## config.mk

```make
export PLATFORM = sky130hd
export DESIGN_NAME = cond_move_unit
export DESIGN_NICKNAME = d
export VERILOG_FILES = /design/src/rtl/cond_move_pkg.sv /design/src/rtl/cond_decode.sv /design/src/rtl/move_select.sv /design/src/rtl/cond_move_unit.sv
export SDC_FILE = /design/constraint.sdc
export NUM_CORES = 1
export LEC_CHECK = 0
export BUFFER_PORTS_ARGS = -buffer_cell sky130_fd_sc_hd__buf_4
export CAP_MARGIN = 15
export CORE_UTILIZATION = 35
export CTS_CLUSTER_DIAMETER = 200
export DETAILED_ROUTE_END_ITERATION = 8
export PLACE_DENSITY = 0.76
export SLEW_MARGIN = 20
export SYNTH_ARGS = -nofsm -noshare
export SYNTH_HDL_FRONTEND = slang
export SYNTH_SLANG_ARGS = --single-unit
```

## constraint.sdc

```tcl
create_clock -name clk -period 2.1 [get_ports clk]
set_clock_uncertainty 0.05 [all_clocks]
set_input_delay 0.42 -clock clk [delete_from_list [all_inputs] [get_ports clk]]
set_output_delay 0.42 -clock clk [all_outputs]
set_load 0.01 [all_outputs]
```

## src/rtl/cond_move_pkg.sv

```systemverilog
package cond_move_pkg;
  localparam int CODE_W = 4;
  localparam int DATA_W = 32;
  localparam int IMM_W  = 5;

  typedef enum logic [2:0] {
    TST_OV   = 3'd0,
    TST_CY   = 3'd1,
    TST_Z    = 3'd2,
    TST_NH   = 3'd3,
    TST_S    = 3'd4,
    TST_ONE  = 3'd5,
    TST_LT   = 3'd6,
    TST_LE   = 3'd7
  } base_test_e;

  typedef struct packed {
    logic z;
    logic s;
    logic ov;
    logic cy;
    logic sat;
  } flags_t;
endpackage

```

## src/rtl/cond_decode.sv

```systemverilog
module cond_decode
  import cond_move_pkg::*;
(
  input  logic [CODE_W-1:0] code,
  input  flags_t            flags,
  output logic              met
);
  localparam int SEL_W = CODE_W - 1;

  base_test_e  sel;
  logic        base_true;
  logic        negate;
  logic        lt_sig;

  assign sel    = base_test_e'(code[SEL_W-1:0]);
  assign negate = code[CODE_W-1];
  assign lt_sig = flags.s ^ flags.ov;

  always_comb begin
    unique case (sel)
      TST_OV:  base_true = flags.ov;
      TST_CY:  base_true = flags.cy;
      TST_Z:   base_true = flags.z;
      TST_NH:  base_true = flags.cy | flags.z;
      TST_S:   base_true = flags.s;
      TST_ONE: base_true = 1'b1;
      TST_LT:  base_true = lt_sig;
      TST_LE:  base_true = lt_sig | flags.z;
      default: base_true = 1'b0;
    endcase
  end

  // The always-true slot does not invert: its upper-half partner reports saturation.
  always_comb begin
    if (sel == TST_ONE)
      met = negate ? flags.sat : 1'b1;
    else
      met = base_true ^ negate;
  end
endmodule

```

## src/rtl/move_select.sv

```systemverilog
module move_select #(
  parameter int DATA_W = 32,
  parameter int IMM_W  = 5
) (
  input  logic              use_imm,
  input  logic [IMM_W-1:0]  imm,
  input  logic [DATA_W-1:0] opnd_a,
  input  logic [DATA_W-1:0] opnd_b,
  input  logic              take_a,
  output logic [DATA_W-1:0] result
);
  localparam int EXT_W = DATA_W - IMM_W;

  logic [DATA_W-1:0] imm_ext;
  logic [DATA_W-1:0] first;

  generate
    if (EXT_W > 0) begin : g_ext
      assign imm_ext = {{EXT_W{imm[IMM_W-1]}}, imm};
    end else begin : g_noext
      assign imm_ext = imm[DATA_W-1:0];
    end
  endgenerate

  assign first  = use_imm ? imm_ext : opnd_a;
  assign result = take_a ? first : opnd_b;
endmodule

```

## src/rtl/cond_move_unit.sv

```systemverilog
module cond_move_unit
  import cond_move_pkg::*;
#(
  parameter int DATA_W = cond_move_pkg::DATA_W,
  parameter int IMM_W  = cond_move_pkg::IMM_W
) (
  input  logic              clk,
  input  logic              rst,
  input  logic [CODE_W-1:0] cond_code,
  input  logic              flag_z,
  input  logic              flag_s,
  input  logic              flag_ov,
  input  logic              flag_cy,
  input  logic              flag_sat,
  input  logic              use_imm,
  input  logic [IMM_W-1:0]  imm5,
  input  logic [DATA_W-1:0] reg_a,
  input  logic [DATA_W-1:0] reg_b,
  output logic              cond_met,
  output logic [DATA_W-1:0] move_result,
  output logic [DATA_W-1:0] setf_result
);
  flags_t            flags;
  logic              met_c;
  logic [DATA_W-1:0] mv_c;

  assign flags = '{z: flag_z, s: flag_s, ov: flag_ov, cy: flag_cy, sat: flag_sat};

  cond_decode u_dec (
    .code  (cond_code),
    .flags (flags),
    .met   (met_c)
  );

  move_select #(.DATA_W(DATA_W), .IMM_W(IMM_W)) u_sel (
    .use_imm (use_imm),
    .imm     (imm5),
    .opnd_a  (reg_a),
    .opnd_b  (reg_b),
    .take_a  (met_c),
    .result  (mv_c)
  );

  always_ff @(posedge clk) begin
    if (rst) begin
      cond_met    <= 1'b0;
      move_result <= '0;
      setf_result <= '0;
    end else begin
      cond_met    <= met_c;
      move_result <= mv_c;
      setf_result <= {{(DATA_W-1){1'b0}}, met_c};
    end
  end
endmodule

```

## Word-level counts from Yosys, hierarchy flattened

Index checks and enable logic that the tools add are counted.

- Register bits: 64
- Input bits: 81
- Output and inout port bits: 65
- Word-level logic and storage cells: 20

- Equality and inequality tests: 7
- Muxes and demuxes: 5
- Bitwise gates (word level): 4
- Reduce and logical (&&, ||, !) cells: 1

Operators with widths:

| cell | number |
|---|---|
| $mux W32 | 2 |
| $eq A3 B3 Y1 const B | 4 |
| $pmux W1 S8 | 1 |
| $eq A3 B2 Y1 const B | 2 |
| $eq A3 B1 Y1 const B | 1 |
| $logic_not A3 Y1 | 1 |
| $mux W1 | 2 |
| $or A1 B1 Y1 | 2 |
| $xor A1 B1 Y1 | 2 |

## Longest topological paths before layout

Gate-level depths: netlist (run 1).

- Depth in word-level cells: 6
- Depth in mapped cells: 6
- Gate-level depth less buffers: 5

## Cells and area by module

From an unflattened synthesis (run 1), not the netlist that was laid out.

- Cell total of the unflattened synthesis: 226
- Area, all modules: 1,889.3 µm²

Modules (own cells, without submodules):

| module | times used | cells an instance | area each (µm²) | sequential area each (µm²) |
|---|---|---|---|---|
| cond_move_unit | 1 | 102 | 1,133.6 | 660.6 |
| move_select | 1 | 109 | 624.3 | 0.0 |
| cond_decode | 1 | 15 | 131.4 | 0.0 |

## Worst setup path after synthesis (run 1)

No wires, ideal clock.

- Path kind: in2reg
- Start point: input port flag_ov
- End point: register move_result[10]
- Library setup time: 70 ps
- Arrival: 1,569 ps
- Required time: 1,980 ps
- Slack: 411 ps
- Cell stages on the path: 6
- Buffers on the path: 1
- Cells stage by stage: or3_1 -> a21o_1 -> o211ai_1 -> o211ai_2 -> buf_2 -> o2bb2ai_1

- Cells in the longest elaborated chain, start to end: 6

Ends and longest elaborated chain:

| item | RTL line | source |
|---|---|---|
| from (decl) | cond_move_unit.sv:12 | `input logic flag_ov,` |
| $xor A1 B1 Y1 | cond_decode.sv:17 | `assign lt_sig = flags.s ^ flags.ov;` |
| $or A1 B1 Y1 | cond_decode.sv:28 | `TST_LE: base_true = lt_sig \| flags.z;` |
| $pmux W1 S8 (*) | cond_decode.sv:20 | `unique case (sel)` |
| $xor A1 B1 Y1 (*) | cond_decode.sv:38 | `met = base_true ^ negate;` |
| $mux W1 (*) | cond_decode.sv:35 | `if (sel == TST_ONE)` |
| $mux W32 (*) | move_select.sv:26 | `assign result = take_a ? first : opnd_b;` |
| to (signal assigned) | cond_move_unit.sv:51 | `move_result <= mv_c;` |
| to (decl) | cond_move_unit.sv:20 | `output logic [DATA_W-1:0] move_result,` |

Every way passes the cells marked *; elsewhere a longest branch is shown, timed or not.
A chain may end at the register's enable or synchronous reset.

## Worst setup path after layout (run 1)

- Start point: input port flag_ov
- End point: register move_result[23]

Same word-level chain as after synthesis.

==> results by group, run 1 <==
Power and ir drop
  • Portion of total power attributed to sequential cells: 43.0%
  • Cell internal power dissipation: 1.23 mW
  • Power density over the cells: roughly 670 nW/µm²
  • Switching share of power: 26.7%
  • VDD IR-drop max: 0.308 mV
  • Lkg Pwr: 1.21 nW
  • Total power: between 1.5 and 2 mW
  • Combinational fraction of design power: 29.0%
  • Switching power total: 0.446 mW
  • Portion of total power attributed to the clock network: 28.0%

Floorplan
  • Ports placed on the boundary: 146
  • Starting utilization of the core area: 36.5%
  • Placeable core region: 4380 µm²
  • Die span in y: 69.6 µm
  • Cell Rows: 24
  • Die boundary width: 69.6 µm
  • Total Die Area: 4850 µm²

Final layout
  • Final standard cell count with taps included and fillers excluded: approximately 330
  • Antenna diode instance count: 0
  • Layout cell share with drive strength beyond 1: 47.0%
  • Area Growth Syn to Fin: 56.3%
  • Nets: 360

Placement
  • Port Buffer Count: 114
  • Routability Congestion: 0.768
  • DP Cell Count: around 320
  • Post-detail-place hpwl: 3220 µm

Critical path
  • Required time at the worst-slack endpoint: 2250 ps
  • Slowest CP cell: sky130_fd_sc_hd__or3_1
  • Largest fanout on the critical path: 28
  • Top Family by Delay on Critical Path: compound AO/OA/AOI/OAI gates
  • Number of buffer and inverter instances along the worst setup path: 2
  • Critical setup path kind: input pin to register
  • Startpoint Class: input pin
  • Chain of cells forming the critical path: buf_4 > or3_1 > o22a_1 > o22ai_2 > buf_12 > o2bb2ai_1
  • Critical Path Max Stage Delay: 390 ps
  • Worst setup EP type: register
  • Data arrival time at the worst-slack endpoint: ~1900 ps

Detailed routing
  • Count of nets left with antenna violations after detail routing: 0
  • Length of the first detailed-routing pass in iterations: 4
  • Via density per instance: 4.84
  • Total number of vias: 1603
  • Routed wire per std cell: ~13 µm
  • Violation count after the first detailed-routing iteration: 74
  • Total DRC errors in the routed layout: 0
  • Routed wire length: around 4200 µm

GRT
  • Number of global-route vias before repair: about 1400
  • Number of antenna violations at the first check in global routing: 0
  • Pin count of the biggest net entering global routing: 30
  • Total routing resource utilization after global routing: 16.9%
  • First-pass GRT wire length: 6510 µm
  • Total congestion overflow after global routing: 0

Yosys
  • Yosys Warn Count: 0
  • Post-synthesis average cell area: ~9.6 µm²
  • Mapped cell area: 1600 µm²
  • Sequential fraction of the synthesis area: 41.3%
  • Number of distinct library cells after synthesis: 28
  • Count of state elements after synthesis: 33
  • Synthesized instance count: 167

STA
  • Final number of setup-violating endpoints: 0
  • Time the worst path needs with I/O delays and setup: around 1700 ps
  • Maximum operating frequency: 584 MHz
  • Setup repair after global routing missed its margin: false
  • Max Slew Vio Count: 0
  • Final hold violation count: 0
  • Final setup TNS: 0 ps
  • Worst slew pin tran: 539 ps
  • Slew Limit Headroom: 64.1%
  • Share of the clock period used by the worst path after layout: between 80% and 90%
  • Fin Hold WS: 292 ps

Clocking
  • Maximum level of the CTS H-tree: 2
  • Cts bufs inserted: 5
  • Count of buffers added by post-CTS timing repair for setup: 0
  • TritonCTS Sinks: 33
  • Hold-fix buffer count after cts: 0
  • CTS tree: yes
  • Cts repair resizes: 0
  • Largest buffer count on any clock path: 2
  • Clock Pin Slew Worst Setup and Hold Paths: 60 ps
  • Root buffer selected by CTS: sky130_fd_sc_hd__clkbuf_8

Min path
  • Min-delay worst type: input pin to register

Outcome
  • Outcome: finished clean

Run
  • Max-cap violation count: 0
layout make-up:
cell class                 count  area, µm²
clock buffer                   7       86.3
fill                         418       1880
inverter                       4       15.0
multi-input combinational    116        744
sequential                    33        661
tap                           52       65.1
timing repair buffer         119        931
per-stage QoR:
stage / util (%) / worst slack (ps) / cell area [µm²]
floorplan: - / 411 / 1710
global placement: 55.1 / 161 / 2420
detailed placement: 55.1 / 105 / 2420
CTS: 57.1 / 392 / 2500
global route: 57.1 / 322 / 2500
finish: 57.1 / 389 / 2500
cells by family after synthesis:
| family | Yosys count | share of synthesized area [%] |
|---|---|---|
| AOI/OAI and AO/OA | 70 | 32.2 |
| buffers and inverters | 48 | 19.3 |
| DFF | 33 | 41.2 |
| and+or+nand+nor | 9 | 3.36 |
| muxes | 5 | 3.13 |
| xor gates and xnor gates | 1 | 0.547 |
| other | 1 | 0.234 |
flip-flops by register name, summed over array words and instances (netlist names):
name	count
move_result	32
setf_result	1
synth_stat cells:
| library cell | count | area, µm² |
|---|---|---|
| sky130_fd_sc_hd__o22a_1 | 1 | 8.76 |
| sky130_fd_sc_hd__nor2b_1 | 1 | 6.26 |
| sky130_fd_sc_hd__nor3b_2 | 1 | 12.5 |
| sky130_fd_sc_hd__o21ai_0 | 1 | 5.00 |
| sky130_fd_sc_hd__o22ai_2 | 1 | 12.5 |
| sky130_fd_sc_hd__and2_1 | 1 | 6.26 |
| sky130_fd_sc_hd__clkbuf_1 | 5 | 18.8 |
| sky130_fd_sc_hd__o21a_1 | 1 | 7.51 |
| sky130_fd_sc_hd__o32ai_2 | 1 | 16.3 |
| sky130_fd_sc_hd__o32ai_1 | 1 | 8.76 |
| sky130_fd_sc_hd__buf_2 | 7 | 35.0 |
| sky130_fd_sc_hd__nand3_1 | 1 | 5.00 |
| sky130_fd_sc_hd__buf_4 | 32 | 240 |
| sky130_fd_sc_hd__inv_2 | 1 | 3.75 |
| sky130_fd_sc_hd__o211ai_2 | 1 | 12.5 |
| sky130_fd_sc_hd__a21oi_1 | 28 | 140 |
| sky130_fd_sc_hd__or2_2 | 1 | 6.26 |
| sky130_fd_sc_hd__o211a_1 | 1 | 10.0 |
| sky130_fd_sc_hd__nand2_1 | 3 | 11.3 |
| sky130_fd_sc_hd__o211ai_1 | 2 | 15.0 |
| sky130_fd_sc_hd__o2bb2ai_1 | 31 | 272 |
| sky130_fd_sc_hd__a21o_1 | 1 | 7.51 |
| sky130_fd_sc_hd__inv_1 | 3 | 11.3 |
| sky130_fd_sc_hd__dfxtp_1 | 33 | 661 |
| sky130_fd_sc_hd__mux2i_1 | 5 | 50.1 |
| sky130_fd_sc_hd__xnor2_1 | 1 | 8.76 |
| sky130_fd_sc_hd__or3_1 | 1 | 6.26 |
| sky130_fd_sc_hd__conb_1 | 1 | 3.75 |
cell usage in the layout, fill, tap and decap left out, drive strengths merged, types with 2 or more instances in the layout:
master,synthesis,layout
o211ai,3,3
clkbuf,5,7
o32ai,2,2
nand2,3,3
buf,39,119
mux2i,5,5
conb,1,31
o2bb2ai,31,31
inv,4,4
a21oi,28,28
dfxtp,33,33
layer usage:
layer | wire, µm | track usage [%] | vias up
met1 | 1610 | 18.6 | 727
met2 | 2130 | 30.1 | 102
met4 | 101 | 7.11 | 0
li1 | - | - | 764
met5 | 0 | 0 | -
met3 | 397 | 5.09 | 10
power by group through the flow:
stage / combinational, mW / clock, mW / sequential [mW]
3_3_place_gp: 0.482 / 0 / 0.733
5_1_grt: 0.523 / 0.515 / 0.725
2_1_floorplan: 0.217 / 0 / 0.769
3_5_place_dp: 0.488 / 0 / 0.733
6_report: 0.485 / 0.468 / 0.719
4_1_cts: 0.488 / 0.484 / 0.719
final timing paths:
kind      start                          to  slack (ps)  depth (start not counted)
max     flag_ov  move_result[23]$_SDFF_PP0_         390                          6
min   reg_b[10]  move_result[10]$_SDFF_PP0_         290                          2
No activity file was read; power rests on OpenSTA's default activity.
==> run 2, diff against run 1 <==
==> constraint.sdc (replaced) <==
create_clock -name clk -period 1.7 [get_ports clk]
set_clock_uncertainty 0.05 [all_clocks]
set_input_delay 0.34 -clock clk [delete_from_list [all_inputs] [get_ports clk]]
set_output_delay 0.34 -clock clk [all_outputs]
set_load 0.01 [all_outputs]
==> run 2 against run 1 <==
Against the previous run: highest routed layer unchanged; critical path depth rose by 1; utilization fell by 0.086 points; critical path type unchanged; largest power group unchanged; global-route usage rose by 0.49 points.
==> results by group, run 2 (same netlist as run 1, synthesis figures left out) <==
Final layout
  • Multi-input gate area in the final layout: 744 µm²
  • Antenna diode instance count: 0
  • Total area of sequential cells: 661 µm²
  • Layout Utilization: between 50% and 60%
  • Top Registers: move_result x32, setf_result x1
  • Count of fill cells added during filler insertion: 404
  • Flip-flop count of the largest register after layout: 32
  • Nets: 365
  • Most common cell after layout, fill and taps aside: sky130_fd_sc_hd__buf_4
  • Final standard cell count with taps included and fillers excluded: between 300 and 400
  • Area Growth Syn to Fin: 56.0%
  • Top library cells by usage in the layout, fill and taps aside: sky130_fd_sc_hd__buf_4 (124), sky130_fd_sc_hd__dfxtp_1 (33), sky130_fd_sc_hd__o2bb2ai_1 (31), sky130_fd_sc_hd__conb_1 (31), sky130_fd_sc_hd__a21oi_1 (28)
  • Largest register by flop count: move_result
  • Layout Cell Area excl Fill: about 2500 µm²
  • Layout cell share with drive strength beyond 1: 48.1%

Power and ir drop
  • VDD IR-drop max: 0.286 mV
  • Total power: 2.04 mW
  • Lkg Pwr: approximately 1.2 nW
  • Power density over the cells: 818 nW/µm²

Clocking
  • Count of buffers added by post-CTS timing repair for setup: 0
  • Largest buffer count on any clock path: 2
  • TritonCTS Sinks: 33
  • Hold-fix buffer count after cts: 0
  • Root buffer selected by CTS: sky130_fd_sc_hd__clkbuf_8
  • Clock Pin Slew Worst Setup and Hold Paths: around 70 ps
  • Cts repair resizes: 0
  • Cts bufs inserted: 5
  • Maximum level of the CTS H-tree: 2
  • CTS tree: yes

Critical path
  • Startpoint Class: input pin
  • Critical Path Max Stage Delay: 310 ps
  • Data arrival time at the worst-slack endpoint: 1660 ps
  • Required time at the worst-slack endpoint: ~1800 ps
  • Worst setup EP type: register
  • Number of buffer and inverter instances along the worst setup path: 2
  • Top Family by Delay on Critical Path: compound AO/OA/AOI/OAI gates
  • Origin of the worst setup path: cond_code[1]
  • Cell repeated most along the worst path: sky130_fd_sc_hd__buf_4
  • Chain of cells forming the critical path: buf_4 > nor3b_2 > o32ai_2 > o22a_1 > o22ai_2 > buf_4 > o2bb2ai_1
  • Critical setup path kind: input pin to register
  • Slowest CP cell: sky130_fd_sc_hd__o32ai_2
  • Largest fanout on the critical path: 19

GRT
  • Pin count of the biggest net entering global routing: 22
  • First-pass GRT wire length: approximately 6700 µm
  • Number of global-route vias before repair: 1465
  • Total congestion overflow after global routing: 0
  • Number of antenna violations at the first check in global routing: 0
  • Total routing resource utilization after global routing: 17.4%

Min path
  • Worst hold start: reg_b[5]
  • Min-delay worst type: input pin to register

Floorplan
  • Placeable core region: 4380 µm²
  • Die boundary width: about 70 µm
  • Ports placed on the boundary: 146
  • Starting utilization of the core area: 36.5%
  • Cell Rows: 24
  • Total Die Area: 4850 µm²
  • Die span in y: 69.6 µm

STA
  • Share of the clock period used by the worst path after layout: 91.2%
  • Max Slew Vio Count: 0
  • Final hold violation count: 0
  • Final number of setup-violating endpoints: 0
  • Setup WS post-layout: between 150 and 200 ps
  • Maximum operating frequency: 645 MHz
  • Time the worst path needs with I/O delays and setup: 1550 ps
  • Setup repair after global routing missed its margin: false

Detailed routing
  • Total DRC errors in the routed layout: 0
  • Routed wire length: about 4200 µm
  • Via density per instance: approximately 4.7
  • Total number of vias: between 1500 and 2000
  • Routed wire per std cell: between 10 and 15 µm
  • Count of nets left with antenna violations after detail routing: 0
  • Violation count after the first detailed-routing iteration: 53
  • Length of the first detailed-routing pass in iterations: 4

Placement
  • Post-DP Area: around 2400 µm²
  • DP Cell Count: about 330
  • Worst slack, placed: -132 ps
  • Routability Congestion: slightly above 0.8
  • Post-detail-place hpwl: between 3000 and 4000 µm
  • Port Buffer Count: 114

Outcome
  • Outcome: finished clean

Run
  • Max-cap violation count: 0
run 2: cell count changes in the layout (fill, tap and decap cells not counted):
cell                       previous run  this run
sky130_fd_sc_hd__clkinv_2             0         2
sky130_fd_sc_hd__buf_4              116       124
sky130_fd_sc_hd__clkbuf_8             6         5
sky130_fd_sc_hd__buf_12               3         0
run 2: stage by stage:
step                hold WS (ps)  setup TNS, ps
floorplan                    407              0
global placement             491          -3170
CTS                          202              0
detailed placement           496          -3770
finish                       209              0
global route                 201              0
run 2: path summary, 6_finish.rpt:
| check | endpoint | cells after the start |
|---|---|---|
| setup / recovery | move_result[20]$_SDFF_PP0_ | 7 |
| hold / removal | move_result[5]$_SDFF_PP0_ | 2 |
run 2: cell type report:
type | instances | share of cell area [%]
Clock buffer | 6 | 2.90
Clock inverter | 2 | 0.401
Inverter | 4 | 0.601
Multi-Input combinational cell | 116 | 29.8
Sequential cell | 33 | 26.4
Tap cell | 52 | 2.60
Timing Repair Buffer | 124 | 37.3
run 2: routing by layer:
layer  track usage [%]  part of all wire, %  vias up
li1                  -                    -      777
met1              18.5                   37      709
met2              32.8                   53       97
met3              5.23                  9.5        2
met4              5.33                 0.57        0
met5                 0                    0        -
run 2: power breakdown:
group	internal, mW	total (mW)	switching (mW)
registers	0.863	0.887	0.0244
clock network	0.284	0.563	0.279
logic	0.327	0.594	0.267
total	1.47	2.04	0.571
